<file path="config.mk">
export PLATFORM = sky130hd
export DESIGN_NAME = fdp_engine
export DESIGN_NICKNAME = d
export VERILOG_FILES = /design/src/rtl/fdp_pkg.sv /design/src/rtl/fdp_ftq.sv /design/src/rtl/fdp_scan.sv /design/src/rtl/fdp_pfq.sv /design/src/rtl/fdp_engine.sv
export SDC_FILE = /design/constraint.sdc
export NUM_CORES = 1
export LEC_CHECK = 0
export ABC_AREA = 1
export BUFFER_PORTS_ARGS = -buffer_cell sky130_fd_sc_hd__buf_2
export CELL_PAD_IN_SITES_DETAIL_PLACEMENT = 1
export CELL_PAD_IN_SITES_GLOBAL_PLACEMENT = 1
export CORE_MARGIN = 4
export CORE_UTILIZATION = 48
export CTS_CLUSTER_DIAMETER = 200
export DETAILED_ROUTE_END_ITERATION = 8
export GPL_TIMING_DRIVEN = 0
export PLACE_DENSITY = 0.85
export SYNTH_ARGS = -nofsm -noshare
export SYNTH_HDL_FRONTEND = slang
export SYNTH_HIERARCHICAL = 1
export SYNTH_SLANG_ARGS = --single-unit
</file>
<file path="constraint.sdc">
create_clock -name clk -period 7.12 [get_ports clk]
set_input_delay 0 -clock clk [delete_from_list [all_inputs] [get_ports clk]]
set_output_delay 0 -clock clk [all_outputs]
set_load 0.1 [all_outputs]
</file>
<file path="src/rtl/fdp_pkg.sv">
package fdp_pkg;
   // Outcome of examining the current scan candidate in one cycle
   typedef enum logic [2:0] {
      CAND_NONE,   // no entry behind the head to examine
      CAND_SKIP,   // not marked evicted while evict-only mode is on
      CAND_WAIT,   // no free tag port, hold position
      CAND_HIT,    // line already resident
      CAND_DUP,    // line already queued for prefetch
      CAND_FULL,   // prefetch queue has no room
      CAND_ENQ     // accepted into the prefetch queue
   } cand_act_e;
endpackage

</file>
<file path="src/rtl/fdp_ftq.sv">
module fdp_ftq #(
   parameter int LINE_W = 27,
   parameter int DEPTH  = 16,
   localparam int PTR_W = $clog2(DEPTH),
   localparam int CNT_W = PTR_W + 1
) (
   input  logic              clk,
   input  logic              rst_n,
   input  logic              flush,
   input  logic              push_valid,
   input  logic [LINE_W-1:0] push_line,
   input  logic              push_evicted,
   output logic              push_ready,
   input  logic              pop,
   output logic              pop_done,
   output logic              head_valid,
   output logic [LINE_W-1:0] head_line,
   output logic [CNT_W-1:0]  count,
   input  logic [CNT_W-1:0]  rd_off,
   output logic [LINE_W-1:0] rd_line,
   output logic              rd_evicted
);
   logic [LINE_W-1:0] line_q [DEPTH];
   logic              evict_q [DEPTH];
   logic [PTR_W-1:0]  head_q, tail_q;
   logic [CNT_W-1:0]  cnt_q;
   logic              do_push;
   logic [PTR_W-1:0]  rd_idx;

   assign push_ready = (cnt_q != CNT_W'(DEPTH));
   assign do_push    = push_valid && push_ready && !flush;
   assign pop_done   = pop && (cnt_q != '0) && !flush;
   assign head_valid = (cnt_q != '0);
   assign head_line  = line_q[head_q];
   assign count      = cnt_q;
   assign rd_idx     = head_q + rd_off[PTR_W-1:0];
   assign rd_line    = line_q[rd_idx];
   assign rd_evicted = evict_q[rd_idx];

   always_ff @(posedge clk or negedge rst_n) begin
      if (!rst_n) begin
         head_q <= '0;
         tail_q <= '0;
         cnt_q  <= '0;
      end else if (flush) begin
         head_q <= '0;
         tail_q <= '0;
         cnt_q  <= '0;
      end else begin
         if (do_push) tail_q <= tail_q + 1'b1;
         if (pop_done) head_q <= head_q + 1'b1;
         cnt_q <= cnt_q + CNT_W'(do_push) - CNT_W'(pop_done);
      end
   end

   always_ff @(posedge clk) begin
      if (do_push) begin
         line_q[tail_q]  <= push_line;
         evict_q[tail_q] <= push_evicted;
      end
   end
endmodule

</file>
<file path="src/rtl/fdp_scan.sv">
module fdp_scan
   import fdp_pkg::*;
#(
   parameter int CNT_W = 5
) (
   input  logic             clk,
   input  logic             rst_n,
   input  logic             flush,
   input  logic [CNT_W-1:0] count,
   input  logic             pop_done,
   input  logic             cand_evicted,
   input  logic             evict_only,
   input  logic             probe_idle,
   input  logic             probe_hit,
   input  logic             dup_hit,
   input  logic             pq_full,
   output logic [CNT_W-1:0] scan_off,
   output logic             probe_valid,
   output logic             enq
);
   logic [CNT_W-1:0] off_q;
   logic             present, eligible, advance;
   logic [CNT_W:0]   off_nxt;
   cand_act_e        act;

   assign present     = (off_q < count);
   assign eligible    = !evict_only || cand_evicted;
   assign probe_valid = !flush && present && eligible && probe_idle;
   assign scan_off    = off_q;

   always_comb begin
      if (flush || !present)  act = CAND_NONE;
      else if (!eligible)     act = CAND_SKIP;
      else if (!probe_idle)   act = CAND_WAIT;
      else if (probe_hit)     act = CAND_HIT;
      else if (dup_hit)       act = CAND_DUP;
      else if (pq_full)       act = CAND_FULL;
      else                    act = CAND_ENQ;
   end

   assign enq     = (act == CAND_ENQ);
   assign advance = (act != CAND_NONE) && (act != CAND_WAIT);
   assign off_nxt = {1'b0, off_q} + (CNT_W+1)'(advance) - (CNT_W+1)'(pop_done);

   // offset 0 is the head (being fetched); scanning starts just behind it
   always_ff @(posedge clk or negedge rst_n) begin
      if (!rst_n)                 off_q <= CNT_W'(1);
      else if (flush)             off_q <= CNT_W'(1);
      else if (off_nxt == '0)     off_q <= CNT_W'(1);
      else                        off_q <= off_nxt[CNT_W-1:0];
   end
endmodule

</file>
<file path="src/rtl/fdp_pfq.sv">
module fdp_pfq #(
   parameter int LINE_W = 27,
   parameter int DEPTH  = 8,
   parameter int GAP    = 4,
   localparam int CNT_W = $clog2(DEPTH) + 1
) (
   input  logic              clk,
   input  logic              rst_n,
   input  logic              flush,
   input  logic [LINE_W-1:0] cand_line,
   input  logic              enq,
   output logic              dup_hit,
   output logic              full,
   input  logic              demand_pending,
   input  logic              grant,
   output logic              req_valid,
   output logic [LINE_W-1:0] req_line
);
   logic [LINE_W-1:0] q [DEPTH];
   logic [CNT_W-1:0]  cnt_q;
   logic [CNT_W-1:0]  wr_idx;
   logic              gap_ok, deq;

   assign full      = (cnt_q == CNT_W'(DEPTH));
   assign req_valid = (cnt_q != '0) && !demand_pending && gap_ok;
   assign req_line  = q[0];
   assign deq       = req_valid && grant && !flush;
   assign wr_idx    = cnt_q - CNT_W'(deq);

   always_comb begin
      dup_hit = 1'b0;
      for (int i = 0; i < DEPTH; i++)
         if ((CNT_W'(i) < cnt_q) && (q[i] == cand_line)) dup_hit = 1'b1;
   end

   always_ff @(posedge clk or negedge rst_n) begin
      if (!rst_n)      cnt_q <= '0;
      else if (flush)  cnt_q <= '0;
      else             cnt_q <= cnt_q + CNT_W'(enq) - CNT_W'(deq);
   end

   always_ff @(posedge clk) begin
      for (int i = 0; i < DEPTH; i++) begin
         if (deq && (i < DEPTH - 1)) q[i] <= q[(i < DEPTH - 1) ? i + 1 : i];
         if (enq && !flush && (CNT_W'(i) == wr_idx)) q[i] <= cand_line;
      end
   end

   generate
      if (GAP > 1) begin : g_spaced
         localparam int GW = $clog2(GAP);
         logic [GW-1:0] gap_q;
         assign gap_ok = (gap_q == '0);
         always_ff @(posedge clk or negedge rst_n) begin
            if (!rst_n)           gap_q <= '0;
            else if (deq)         gap_q <= GW'(GAP - 1);
            else if (gap_q != '0) gap_q <= gap_q - 1'b1;
         end
      end else begin : g_every_cycle
         assign gap_ok = 1'b1;
      end
   endgenerate
endmodule

</file>
<file path="src/rtl/fdp_engine.sv">
module fdp_engine #(
   parameter int ADDR_W     = 32,
   parameter int LINE_BYTES = 32,
   parameter int FTQ_DEPTH  = 16,
   parameter int PF_DEPTH   = 8,
   parameter int L2_GAP     = 4,
   localparam int OFF_W     = $clog2(LINE_BYTES),
   localparam int LINE_W    = ADDR_W - OFF_W,
   localparam int FCNT_W    = $clog2(FTQ_DEPTH) + 1
) (
   input  logic              clk,
   input  logic              rst_n,
   input  logic              flush,
   input  logic              evict_only,
   input  logic              push_valid,
   input  logic [ADDR_W-1:0] push_addr,
   input  logic              push_evicted,
   output logic              push_ready,
   output logic              fetch_valid,
   output logic [ADDR_W-1:0] fetch_addr,
   input  logic              fetch_pop,
   input  logic              probe_idle,
   output logic              probe_valid,
   output logic [ADDR_W-1:0] probe_addr,
   input  logic              probe_hit,
   input  logic              demand_pending,
   output logic              pf_req_valid,
   output logic [ADDR_W-1:0] pf_req_addr,
   input  logic              pf_req_grant
);
   if ((1 << OFF_W) != LINE_BYTES) begin : g_bad_line
      $error("LINE_BYTES must be a power of two");
   end
   if (FTQ_DEPTH < 2 || (1 << $clog2(FTQ_DEPTH)) != FTQ_DEPTH) begin : g_bad_ftq
      $error("FTQ_DEPTH must be a power of two of at least 2");
   end
   if (PF_DEPTH < 1 || L2_GAP < 1 || OFF_W >= ADDR_W) begin : g_bad_cfg
      $error("PF_DEPTH and L2_GAP must be positive; line offset must fit ADDR_W");
   end

   logic [LINE_W-1:0] head_line, cand_line, req_line;
   logic [FCNT_W-1:0] count, scan_off;
   logic              pop_done, cand_evicted, dup_hit, pq_full, enq;

   fdp_ftq #(.LINE_W(LINE_W), .DEPTH(FTQ_DEPTH)) ftq_i (
      .clk(clk), .rst_n(rst_n), .flush(flush),
      .push_valid(push_valid), .push_line(push_addr[ADDR_W-1:OFF_W]),
      .push_evicted(push_evicted), .push_ready(push_ready),
      .pop(fetch_pop), .pop_done(pop_done),
      .head_valid(fetch_valid), .head_line(head_line), .count(count),
      .rd_off(scan_off), .rd_line(cand_line), .rd_evicted(cand_evicted)
   );

   fdp_scan #(.CNT_W(FCNT_W)) scan_i (
      .clk(clk), .rst_n(rst_n), .flush(flush), .count(count),
      .pop_done(pop_done), .cand_evicted(cand_evicted),
      .evict_only(evict_only), .probe_idle(probe_idle),
      .probe_hit(probe_hit), .dup_hit(dup_hit), .pq_full(pq_full),
      .scan_off(scan_off), .probe_valid(probe_valid), .enq(enq)
   );

   fdp_pfq #(.LINE_W(LINE_W), .DEPTH(PF_DEPTH), .GAP(L2_GAP)) pfq_i (
      .clk(clk), .rst_n(rst_n), .flush(flush),
      .cand_line(cand_line), .enq(enq), .dup_hit(dup_hit), .full(pq_full),
      .demand_pending(demand_pending), .grant(pf_req_grant),
      .req_valid(pf_req_valid), .req_line(req_line)
   );

   assign fetch_addr  = {head_line, {OFF_W{1'b0}}};
   assign probe_addr  = {cand_line, {OFF_W{1'b0}}};
   assign pf_req_addr = {req_line,  {OFF_W{1'b0}}};
endmodule

</file>
=== Word-level counts from Yosys, hierarchy flattened ===
Memory sizes are Yosys's and may differ from the RTL's.
Index checks and enable logic that the tools add are counted.

* Register bits after elaboration: 24
* RAM bits: 664
* Input port bits: 43
* Output and inout port bits: 100
* Memories: 3

{| class="wikitable"
|+ Memories
! memory !! words !! bits a word !! read ports !! clocked after Yosys merged registers in !! write ports !! RTL line !! source
|-
| ftq_i.line_q || 16 || 27 || 2 || 0 || 1 || fdp_ftq.sv:23 || <nowiki>logic [LINE_W-1:0] line_q [DEPTH];</nowiki>
|-
| pfq_i.q || 8 || 27 || 8 || 0 || 7 || fdp_pfq.sv:19 || <nowiki>logic [LINE_W-1:0] q [DEPTH];</nowiki>
|-
| ftq_i.evict_q || 16 || 1 || 1 || 0 || 1 || fdp_ftq.sv:24 || <nowiki>logic evict_q [DEPTH];</nowiki>
|}

* Reduce and logical (&&, ||, !) cells: 46
* Multiplexer cells: 54
* Add/subtract/negate cells: 11
* Bitwise logic cells: 7
* $lt $le $gt $ge: 9
* Equality and inequality tests: 19

{| class="wikitable"
|+ Operators with widths
! kind !! number
|-
| == test 27 bit || 8
|-
| 2-to-1 mux 27 bit || 8
|-
| logical AND 1 bit || 29
|-
| 2-to-1 mux 1 bit || 29
|-
| OR reduction 27 bit || 1
|-
| 2-to-1 mux 4 bit || 5
|-
| 2-to-1 mux 3 bit || 6
|-
| == test 3 x 4 -> 1 bit, first input constant || 4
|-
| < comparator 3 x 4 -> 1 bit, first input constant || 4
|-
| 2-to-1 mux 5 bit || 3
|-
| adder 4 x 1 -> 4 bit, second input constant || 2
|-
| == test 2 x 4 -> 1 bit, first input constant || 2
|-
| < comparator 1 x 4 -> 1 bit, first input constant || 2
|-
| < comparator 2 x 4 -> 1 bit, first input constant || 2
|-
| nonzero test 2 bit || 4
|-
| subtractor 4 x 1 -> 4 bit || 2
|-
| OR 1 bit || 7
|-
| adder 5 x 1 -> 6 bit || 1
|-
| zero test 6 bit || 1
|-
| 2-to-1 mux 2 bit || 3
|-
| subtractor 6 x 1 -> 6 bit || 1
|-
| adder 5 x 1 -> 5 bit || 1
|-
| < comparator 5 bit || 1
|-
| != test 5 bit, second input constant || 1
|-
| other kinds (15) || 19
|}

=== Logic depth before layout (Yosys ltp) ===
An unclocked memory read counts as a cell.

* Depth after elaboration: 24
* Depth in mapped cells: 40
* Gate-level depth less buffers: 35

=== Cells and area by module ===
Netlist, hierarchy kept.

{| class="wikitable"
|+ Modules (own cells, without submodules)
! module !! cells an instance !! area an instance (um2) !! instances
|-
| fdp_ftq || 2942 || 24553.5 || 1
|-
| fdp_pfq || 1480 || 13113.8 || 1
|-
| fdp_scan || 100 || 625.6 || 1
|-
| fdp_engine || 16 || 116.4 || 1
|}

=== Worst setup path before layout ===
OpenSTA, ideal clock, no wires.

* Path type: register to register
* Start point: register ftq_i.head_q[1]
* End point: memory pfq_i.q[3][19] (netlist: pfq_i/q[0][100]), enable pin
* Arrival: 5.603 ns
* Path buffers: 7
* Cell stages (with the launch flop): 33
* Clock period less this slack: 5.988 ns
* Setup time: 0.384 ns
* Setup slack: 1.132 ns
* Cells stage by stage: dfrtp_1 > inv_2 > clkbuf_1 > fa_1 > buf_2 > inv_1 > buf_4 > buf_2 > nand3_1 > nand3_1 > nand3_1 > nand2_1 > buf_2 > inv_1 > buf_2 > nand2_1 > nand4_1 > nor2_1 > nand2_1 > nor2_1 > nand2_1 > nand2_1 > nor2_1 > nand2_1 > o21bai_1 > a21oi_1 > nand4_1 > inv_1 > nand2_1 > nor3_1 > nand2_4 > buf_6 > nand2_1

{| class="wikitable"
|+ RTL lines
! what !! RTL line !! source
|-
| start: declaration || fdp_ftq.sv:25 || <nowiki>logic [PTR_W-1:0] head_q, tail_q;</nowiki>
|-
| start signal: assignment || fdp_ftq.sv:51 || <nowiki>if (pop_done) head_q <= head_q + 1'b1;</nowiki>
|-
| end: declaration || fdp_pfq.sv:19 ||
|}

=== Worst setup path after layout ===
* Start point: register ftq_i.head_q[1]
* End point: register scan_i.off_q[0] (netlist: scan_i/scan_off[0])

* Longest elaborated chain between the ends: 24

{| class="wikitable"
|+ Ends and longest elaborated chain
! what !! RTL line !! source
|-
| adder 4 bit (*) || fdp_ftq.sv:36 || <nowiki>assign rd_idx = head_q + rd_off[PTR_W-1:0];</nowiki>
|-
| memory read (16 x 27 bit) (*) || -- ||
|-
| == test 27 bit || fdp_pfq.sv:33 || <nowiki>if ((CNT_W'(i) < cnt_q) && (q[i] == cand_line)) dup_hit = 1'b1;</nowiki>
|-
| logical AND 1 bit || fdp_pfq.sv:33 ||
|-
| 2-to-1 mux 1 bit (7 in a row) || fdp_pfq.sv:33 ||
|-
| 2-to-1 mux 1 bit (*) || fdp_pfq.sv:33 ||
|-
| named net dup_hit || fdp_engine.sv:43 || <nowiki>logic pop_done, cand_evicted, dup_hit, pq_full, enq;</nowiki>
|-
| 2-to-1 mux 3 bit (*) || fdp_scan.sv:36 || <nowiki>else if (dup_hit) act = CAND_DUP;</nowiki>
|-
| (+3 left out) || -- ||
|-
| 2-to-1 mux 3 bit (*) || fdp_scan.sv:32 || <nowiki>if (flush || !present) act = CAND_NONE;</nowiki>
|-
| != test 3 x 2 -> 1 bit or nonzero test 3 bit (tied branches) || fdp_scan.sv:42 || <nowiki>assign advance = (act != CAND_NONE) && (act != CAND_WAIT);</nowiki>
|-
| logical AND 1 bit (*) || fdp_scan.sv:42 ||
|-
| adder 5 x 1 -> 6 bit (*) || fdp_scan.sv:43 || <nowiki>assign off_nxt = {1'b0, off_q} + (CNT_W+1)'(advance) - (CNT_W+1)'(pop_done);</nowiki>
|-
| subtractor 6 x 1 -> 6 bit (*) || fdp_scan.sv:43 ||
|-
| zero test 6 bit || fdp_scan.sv:49 || <nowiki>else if (off_nxt == '0) off_q <= CNT_W'(1);</nowiki>
|-
| 2-to-1 mux 5 bit (*) || fdp_scan.sv:49 ||
|-
| 2-to-1 mux 5 bit (*) || fdp_scan.sv:48 || <nowiki>else if (flush) off_q <= CNT_W'(1);</nowiki>
|-
| end signal: assignment || fdp_scan.sv:50 || <nowiki>else off_q <= off_nxt[CNT_W-1:0];</nowiki>
|-
| end: declaration || fdp_scan.sv:21 || <nowiki>logic [CNT_W-1:0] off_q;</nowiki>
|}

Mark *: on every way through the listed nets, which the timed path passes. The rest lies on a longest branch.
A chain may end at the register's enable or synchronous reset.

==> impl_metrics.yaml <==
outcome:
  status: "completed"
floorplanning:
  die_area_um2: 84600
  io_pins: 143
  start_util: 0.485
  fp-row-count: 103
  die_x_um: 291
  coreArea_um2: 79100
  die_h_um: 291
setup_path:
  r2r_cells: 37
  r2r_slack_ps: 310
  required_ps: 7680
  reg2reg_to: "scan_i/scan_off[0]$_DFF_PN1_"
  critPathBufInv: 10
  timing.critical_path.to_type: "flop"
  path_delay_family: "simple AND/OR/NAND/NOR gates"
  cp_max_fo: 19
  cp.arrival_ps: 7380
  worst_path_max_delay_cell: "fa_1"
  reg2reg_from: "ftq_i/head_q[1]$_DFFE_PN0P_"
  max_stage_delay_ps: 520
  cp_common_cell: "nand2_1"
  start_kind: "flop"
  path_class: "reg -> reg"
synth:
  synth_ff_type: "edfxtp_1"
  syn_area_per_cell_um2: 8.46
  synth.distinct_cells: 37
  synth_seq_cells: 688
  ys_top_cells_by_count: "nand2_1, nand3_1, edfxtp_1"
  synth-edff-count: 664
  yosysSeqAreaShare: 0.535
  ys_async_sr_fraction: 0.0349
  ys_top_cells_by_area: "edfxtp_1, nand2_1, nand3_1"
  yosys.area.top_type_share: 0.519
  yosysMostFrequentCell: "nand2_1"
  yosys_warnings: 6
  synth_area_um2: 38400
  synth_cells: 4538
  post-synth-top-area-cell: "edfxtp_1"
cts:
  cts_tree: "yes"
  cts_buffers: 77
  h-tree-depth: 3
  clock_sinks: 688
  cts_root_buf: "clkbuf_16"
  clockBufferDepth: 3
  worstSkewPairLatency_ps: 650
  clkTransAtPathRegs_ps: 60
  postCtsSetupRepairBufs: 0
drt:
  first_pass_iters: 5
  drc: 0
  drt_iter0_drc: 3954
  via_per_inst: 5.92
  wl_per_cell_um: 25.9
  ant_nets: 0
  routed_wirelength_um: 153000
  vias: 35052
global_route:
  track_usage: 0.353
  grt_max_degree: 28
  antenna_found_initial: 3
  grt_pass1_vias: 36346
  grt-ovfl-total: 0
  grt_pass1_wl_um: 223000
min_path:
  holdPathEnd: "pfq_i/cnt_q[0]$_DFF_PN0_"
  hp-start: "probe_hit"
  hold_class: "in -> reg"
  whs_path_depth: 7
timing:
  hold_violations: 0
  fmax_mhz: 147
  setup_viol: 0
  tightest_slew_ps: 1370
  slew_headroom: 0.0836
  finalCritPeriodShare: 0.957
  skew_ps: 38.6
  final.min_clock_period_ps: 6810
  maxSlewViolCount: 0
layout:
  area_delta_synth_final_pct: 13.9
  stdcell_count: 5921
  fin_nets: 4886
  layout-drive-gt1-share: 0.129
power:
  power_mw: 23.3
  power.density_nw_per_um2: 532
  leakagePower_nw: 19.5
  ir_drop_mv: 0.594
place:
  gp_congestion: 0.937
  port-buffer-count: 122
  dp_hpwl_um: 107000
  placed_cells: 5740
flow_run:
  max_cap_viol_count: 0
per-layer routing:
metal  track usage  part of all wire  up-vias
met3        0.0749              0.10      754
met4         0.252             0.086        4
met5             0           0.00066        -
li1              -                 -    15138
met2         0.588              0.47     2220
met1         0.405              0.34    16936
sequential cells by signal, summed over array words and instances, names as in the netlist:
signal / cells
ftq_i/count: 5
ftq_i/evict_q: 16
ftq_i/head_q: 4
ftq_i/line_q: 432
ftq_i/tail_q: 4
pfq_i/cnt_q: 4
pfq_i/g_spaced.gap_q: 2
pfq_i/q: 216
scan_i/scan_off: 5
per-stage QoR:
stage	setup TNS [ps]	hold WS, ps	worst slack (ps)	instance area (um2)	util
6_report	0	74.4	306	43800	0.553
5_1_grt	-20.3	126	-20.3	43700	0.553
4_1_cts	0	52.6	98.6	43600	0.551
3_5_place_dp	-262280	60.3	-1190	40800	0.516
3_3_place_gp	-238300	57.3	-1130	40400	0.510
2_1_floorplan	0	-296	1130	38500	-
logic make-up after synthesis:
kind of cell,share of synthesized area
flops,0.535
compound gates,0.0367
buf+inv,0.110
fa+ha+maj,0.0138
simple gates,0.273
other cells,0.0000976
xor+xnor,0.0315
where the power goes:
part           total (mW)  switching, mW  leakage [nW]  internal, mW
clock network        3.87           1.68          1.15          2.19
logic                14.7           11.3          12.1          3.40
registers            4.68         0.0713          6.29          4.61
cell type report:
cell class              instances  area, um2
diodes                          8       20.0
repair buffers                173       1310
inverters                     650       2460
plain buffers                 300       1860
flip-flops and latches        688      20500
clock inverters                37        297
multi-input cells            2913      13900
well taps                    1050       1310
clock buffers                 102       2070
fillers                      9452      35400
tightest hold or removal path: stages:
cell and delay (ps):
buf_2 90, nor3_1 60, nand4_1 80, inv_1 60, ha_1 280, inv_1 50, nor2_1 30
layout by cell type, fill, tap and decap left out, types with 13 or more instances in the layout:
cell	synthesis	final
nand2_1	1528	1513
nand3_1	796	796
edfxtp_1	664	664
inv_1	641	638
buf_2	140	237
xnor2_1	123	123
nor2_1	121	105
buf_4	95	99
o21ai_0	91	91
clkbuf_16	0	79
o21ai_2	68	68
clkbuf_1	36	49
o21ai_1	46	46
ha_1	36	36
dlygate4sd3_1	0	34
nand4_1	22	22
dfrtp_1	23	22
clkbuf_4	0	20
clkinv_1	0	19
a21oi_1	20	19
buf_6	16	17
nor2_4	0	16
conb_1	1	15
nand2_2	6	15
xor2_1	15	15
buf_12	0	15
buf_1	13	13
worst max path at each step:
stage / cells past startpoint / to / slack, ps / from
global route: 36 / scan_i/scan_off[0]$_DFF_PN1_ / -20 / scan_i/scan_off[0]$_DFF_PN1_
finish: 37 / scan_i/scan_off[0]$_DFF_PN1_ / 310 / ftq_i/head_q[1]$_DFFE_PN0P_
detailed placement: 31 / pfq_i/q[1][12]$_DFFE_PP_ / -1190 / ftq_i/head_q[1]$_DFFE_PN0P_
floorplan: 32 / pfq_i/q[0][100]$_DFFE_PP_ / 1130 / ftq_i/head_q[1]$_DFFE_PN0P_
global placement: 31 / pfq_i/q[1][10]$_DFFE_PP_ / -1130 / ftq_i/head_q[1]$_DFFE_PN0P_
CTS: 35 / scan_i/scan_off[0]$_DFF_PN1_ / 100 / ftq_i/head_q[1]$_DFFE_PN0P_
what timing repair did:
| action | CTS | global route |
|---|---|---|
| hold buffers | 35 | 0 |
| endpoints found under the hold margin | 491 | 0 |
| resized for setup | 19 | 55 |
| pin swaps | 0 | 0 |
| setup endpoints to repair | 409 | 280 |
(Power assumes the default switching activity.)
